===== config.mk =====
export PLATFORM = sky130hd
export DESIGN_NAME = mux_reg_bank
export DESIGN_NICKNAME = d
export VERILOG_FILES = /design/src/rtl/mux_reg_bank.sv
export SDC_FILE = /design/constraint.sdc
export NUM_CORES = 1
export LEC_CHECK = 0
export ABC_CLOCK_PERIOD_IN_PS = 2700
export CORE_AREA = 2 2 39 41
export CTS_CLUSTER_DIAMETER = 200
export CTS_CLUSTER_SIZE = 16
export DETAILED_ROUTE_END_ITERATION = 8
export DIE_AREA = 0 0 41 43
export DONT_BUFFER_PORTS = 1
export PLACE_DENSITY = 0.36
export SLEW_MARGIN = 40
export SYNTH_ARGS = -nofsm -noshare
export SYNTH_HDL_FRONTEND = slang
export SYNTH_SLANG_ARGS = --single-unit

===== constraint.sdc =====
create_clock -name clk -period 2.7 [get_ports clk]
set_clock_uncertainty 0.15 [all_clocks]
set_input_delay 0.27 -clock clk [delete_from_list [all_inputs] [get_ports clk]]
set_output_delay 0.27 -clock clk [all_outputs]
set_load 0.02 [all_outputs]

===== src/rtl/mux_reg_bank.sv =====
module mux_reg_bank #(
  parameter int WIDTH = 8
) (
  input  logic             clk,
  input  logic             rst,
  input  logic [WIDTH-1:0] a_in,
  input  logic [WIDTH-1:0] b_in,
  input  logic             sel,
  output logic [WIDTH-1:0] q,
  output logic             all_zero
);

  logic [WIDTH-1:0] d;

  for (genvar i = 0; i < WIDTH; i++) begin : g_slice
    assign d[i] = sel ? b_in[i] : a_in[i];

    always_ff @(posedge clk) begin
      if (rst) q[i] <= 1'b0;
      else     q[i] <= d[i];
    end
  end

  assign all_zero = ~|q;

  logic past_ok;
  always_ff @(posedge clk) past_ok <= 1'b1;

  a_r2_load_a: assert property (@(posedge clk) disable iff (rst)
    !sel |=> (past_ok && q == $past(a_in)));

  a_r3_load_b: assert property (@(posedge clk) disable iff (rst)
    sel |=> (q == $past(b_in)));

  a_r5_reset_clears: assert property (@(posedge clk)
    rst |=> (q == '0 && all_zero));

  a_r6_flag_matches: assert property (@(posedge clk) disable iff (rst)
    all_zero == (q == '0));

  a_r6_flag_rises: assert property (@(posedge clk) disable iff (rst)
    $rose(all_zero) |-> $past(q) != '0);

endmodule


==> results.py, run 1 <==
metrics = {
    "sta": {
        "post-route-min-period_ns": 1.90,
        "timing_hold_violations_final": 0,
        "slew_headroom_pct": 75.1,
        "period_share_pct": 70.2,
        "setup-tns-final_ns": 0,
        "fin_ws_ns": 0.804,
        "tightest_slew_ns": 0.372,
        "fmax_mhz": 527,
        "rsz0062_at_grt": "false",
        "drv_slew": 0,
        "hold_ws_ns": 0.0302,
        "setup_viol": 0,
    },
    "global_routing": {
        "grt_pass1_wl_um": 848,
        "globalRouteOverflowTotal": 0,
        "antenna_found_initial": 0,
        "grt_max_degree": 9,
        "grtUsageTotal_pct": 7.86,
        "grt_pass1_vias": 212,
    },
    "clock_tree": {
        "root_buffer": "clkbuf_4",
        "clkTransAtPathRegs_ns": 0.05,
        "clock_sinks": 8,
        "htreeDepth": 1,
        "cts_buffers": 3,
        "cts.path.max_buffers": 2,
        "cts_tree": "yes",
        "postCtsSetupRepairBufs": 0,
    },
    "floorplanning": {
        "core-area_um2": 1380,
        "dieHeight_um": 43,
        "die_area_um2": 1760,
        "initial_utilization_pct": 21.5,
        "io_pins": 28,
        "rows": 14,
        "die_w_um": 41,
    },
    "synthesis": {
        "ys_seq_area_share_pct": 53.8,
        "yosysTopAreaCell": "dfxtp_1",
        "avgSynthCellArea_um2": 10.3,
        "synth_area_leaders": "dfxtp_1, mux2i_1, nor2_1",
        "synth_nets": 48,
        "ys_warn_count": 0,
        "syn_inst": 29,
        "netlist_area_um2": 298,
        "yosysUniqueCellTypes": 6,
        "ys_ff_latch": 8,
        "synth_top_area_share_pct": 53.8,
    },
    "placed_design": {
        "place_inst": 43,
        "place_area_um2": 309,
        "dp_slack_ns": 1.05,
        "port_buffers": 0,
        "gp_congestion": 0.627,
    },
    "cells_and_area": {
        "largest_reg_flops": 8,
        "top_regs": "q x8",
        "area_delta_synth_final_pct": 14.7,
        "layout_common_cells": "nor2_1, mux2i_1, dfxtp_1",
        "top_register": "q",
        "final_area_um2": 342,
        "antenna_cells": 0,
        "stdcell_count": 47,
        "final_common_cell": "nor2_1",
        "drive_gt1_share_pct": 9.68,
        "final_nets": 52,
    },
    "worst_setup_path": {
        "cp.arrival_ns": 1.48,
        "cp-start-kind": "flop",
        "worstPathRequired_ns": 2.28,
        "cp-end-kind": "output port",
        "cp_slowest_cell": "or4_1",
        "crit_family": "simple AND/OR/NAND/NOR gates",
        "cp_max_fo": 2,
        "crit_chain": "or4_1 > nor2_1",
        "cp_slowest_stage_delay_ns": 0.53,
        "critPathBufInv": 0,
        "path_class": "reg2out",
    },
    "routing": {
        "dr.pass1.iters": 2,
        "viasPerCell": 4.36,
        "wire_per_inst_um": 12.6,
        "vias": 205,
        "drc": 0,
        "routed_wl_um": 593,
        "drtIter0Drc": 4,
        "antenna_left": 0,
    },
    "power": {
        "powerDensity_nw_per_um2": 715,
        "peakVddDrop_uv": 133,
        "cellLeakagePower_nw": 0.155,
    },
    "status": {
        "outcome": "complete, no violations",
    },
    "run": {
        "cap_violations": 0,
    },
    "worst_hold_path": {
        "hold_path.class": "in2reg",
    },
}
## metal layers
| metal | track usage (%) | routed length [µm] | vias to the layer above |
|---|---|---|---|
| met5 | 0 | 0 | - |
| met1 | 10.1 | 247 | 78 |
| met4 | 10.0 | 0 | 0 |
| met3 | 1.57 | 125 | 0 |
| met2 | 9.06 | 220 | 24 |
| li1 | - | - | 103 |
## worst paths after layout
path                start        to  slack [ns]  depth (start not counted)
setup / recovery     q[5]  all_zero        0.80                          2
hold / removal    a_in[1]      q[1]        0.03                          2
## logic make-up (layout without fill, tap and decap cells)
| group | after synthesis | after routing | share of synthesized area [%] |
|---|---|---|---|
| buffers and inverters | 2 | 4 | 2.94 |
| DFF | 8 | 8 | 53.8 |
| muxes | 8 | 8 | 26.9 |
| and+or+nand+nor | 11 | 11 | 16.4 |
## Yosys cell counts
master and n:
buf_2 1, mux2i_1 8, nor2_1 9, buf_1 1
or4_1 2, dfxtp_1 8
## where the power goes
group	total (mW)	leakage (nW)	switching [mW]	internal [mW]
logic	0.0186	0.0741	0.00846	0.0102
clock network	0.0847	0.0138	0.0343	0.0504
registers	0.141	0.0667	0.0145	0.127
total	0.244	0.155	0.0573	0.187
## layout make-up
type,count,area (µm²)
Clock buffer,3,22.5
Timing Repair Buffer,1,10.0
Sequential cell,8,160
Tap cell,16,20.0
Fill cell,159,1040
Multi-Input combinational cell,19,129
## timing repair
item                      in CTS  in global routing
hold buffers                   1                  0
hold endpoints to repair       8                  0
gates resized for setup        0                  0
## stage by stage
| step | utilization, % | power, mW |
|---|---|---|
| floorplan | - | 0.160 |
| global placement | 22.3 | 0.160 |
| detailed placement | 22.3 | 0.160 |
| CTS | 24.7 | 0.249 |
| global route | 24.7 | 0.258 |
| finish | 24.7 | 0.244 |
Power figures use the tool's default switching activity.
==> run 2: changes to the inputs <==
ABC_CLOCK_PERIOD_IN_PS = 1730   (was 2700)
PLACE_DENSITY = 0.38   (was 0.36)
clock period = 1.73 ns   (was 2.7 ns; I/O delays follow)
==> run 2 against run 1 <==
Net effect: final cell count grew 34%; non-clock buffer count up 16; critical path depth grew 1.
==> results.py, run 2 (synthesis gave the netlist of run 1 again) <==
metrics = {
    "routing": {
        "vias": 270,
        "viasPerCell": 4.29,
        "antenna_left": 0,
        "drc": 0,
        "wire_per_inst_um": 11.7,
        "drtIter0Drc": 6,
        "dr.pass1.iters": 2,
        "routed_wl_um": 740,
    },
    "placed_design": {
        "place_inst": 44,
        "port_buffers": 0,
        "dp_hpwl_um": 487,
        "place_area_um2": 317,
        "gp_congestion": 0.584,
        "dp_slack_ns": 0.257,
    },
    "power": {
        "peakVddDrop_uv": 317,
        "cellLeakagePower_nw": 0.225,
        "total_power_uw": 417,
        "powerDensity_nw_per_um2": 823,
    },
    "sta": {
        "period_share_pct": 98.2,
        "timing_hold_violations_final": 0,
        "post-route-min-period_ns": 1.70,
        "drv_slew": 0,
        "setup-tns-final_ns": 0,
        "fin_ws_ns": 0.0316,
        "setup_viol": 0,
        "fmax_mhz": 589,
        "tightest_slew_ns": 0.247,
        "rsz0062_at_grt": "true",
        "slew_headroom_pct": 83.5,
    },
    "global_routing": {
        "grt_pass1_vias": 298,
        "grtUsageTotal_pct": 9.87,
        "globalRouteOverflowTotal": 0,
        "grt_max_degree": 9,
        "grt_pass1_wl_mm": 1.08,
        "antenna_found_initial": 0,
    },
    "cells_and_area": {
        "largest_reg_flops": 8,
        "fill_cells": 143,
        "drive_gt1_share_pct": 17.0,
        "top_register": "q",
        "layout_common_cells": "dlygate4sd3_1, nor2_1, mux2i_1",
        "area_delta_synth_final_pct": 70.2,
        "final_area_um2": 507,
        "stdcell_count": 63,
        "seq_area_um2": 168,
        "multiInputGateArea_um2": 129,
        "final_common_cell": "dlygate4sd3_1",
        "final_nets": 68,
        "top_regs": "q x8",
        "antenna_cells": 0,
    },
    "floorplanning": {
        "core-area_um2": 1380,
        "io_pins": 28,
        "die_w_um": 41,
        "rows": 14,
        "initial_utilization_pct": 21.5,
        "dieHeight_um": 43,
        "die_area_um2": 1760,
    },
    "run": {
        "cap_violations": 0,
    },
    "clock_tree": {
        "clock_sinks": 8,
        "clkTransAtPathRegs_ns": 0.05,
        "root_buffer": "clkbuf_4",
        "cts_tree": "yes",
        "cts.path.max_buffers": 2,
        "cts_buffers": 3,
        "postCtsSetupRepairBufs": 0,
        "htreeDepth": 1,
    },
    "worst_setup_path": {
        "worstPathRequired_ns": 1.41,
        "cp-end-kind": "output port",
        "cp_max_fo": 2,
        "cp.arrival_ns": 1.38,
        "cp-start-kind": "flop",
        "path_class": "reg2out",
    },
    "worst_hold_path": {
        "min_from": "b_in[4]",
        "hold_depth": 3,
        "holdPathEnd": "q[4]",
        "hold_path.class": "in2reg",
    },
    "status": {
        "outcome": "complete, no violations",
    },
}
[run 2: cell types whose count changed in the layout (fill, tap and decap cells not counted), sizes merged]
cell         previous run  this run
buf                     0         1
dlygate4sd3             1        16
[run 2: layout make-up]
class	count	share of cell area (%)
clock buffer	3	4.44
multi-input combinational	19	25.4
sequential	8	33.1
tap	16	3.95
timing repair buffer	17	33.1
[run 2: what timing repair did]
action                                  in CTS  in global routing
endpoints found under the setup margin       1                  1
cloned                                       0                  0
hold endpoints to repair                     8                  0
hold buffers                                16                  0
pin swaps                                    0                  2
resized for setup                            2                  3
[run 2: layer usage]
metal  track usage [%]  wire, µm  share of wire [%]  vias to the layer above
met5                 0         0                  0                        -
met4              10.0         0                  0                        0
met2              15.6       363                 49                       25
met1              7.47       262                 35                      110
li1                  -         -                  -                      135
met3              5.24       114                 15                        0
[run 2: metrics by stage]
| step | utilization (%) | hold slack, ns |
|---|---|---|
| floorplan | - | 0.167 |
| global placement | 22.9 | 0.101 |
| detailed placement | 22.9 | 0.103 |
| CTS | 36.3 | 0.468 |
| global route | 36.6 | 0.504 |
| finish | 36.6 | 0.485 |
[run 2: how the worst max path moves through the flow]
| stage | cells past startpoint | endpoint | start |
|---|---|---|---|
| final | 3 | all_zero | q[0] |
| after global routing | 3 | all_zero | q[0] |
| after CTS | 3 | all_zero | q[4] |
| after detailed placement | 3 | all_zero | q[5] |
| after global placement | 3 | all_zero | q[1] |
| after floorplan | 2 | all_zero | q[5] |
[run 2: critical path, cell delays in order, from the launching register on]
cell and delay (ns):
dfxtp_2 0.35, or4_1 0.53, nor2_1 0.11, buf_4 0.14
[run 2: where the power goes]
group	switching, mW	internal, mW	total, mW
registers	0.0226	0.198	0.221
logic	0.0190	0.0454	0.0644
clock network	0.0533	0.0787	0.132
total	0.0948	0.322	0.417
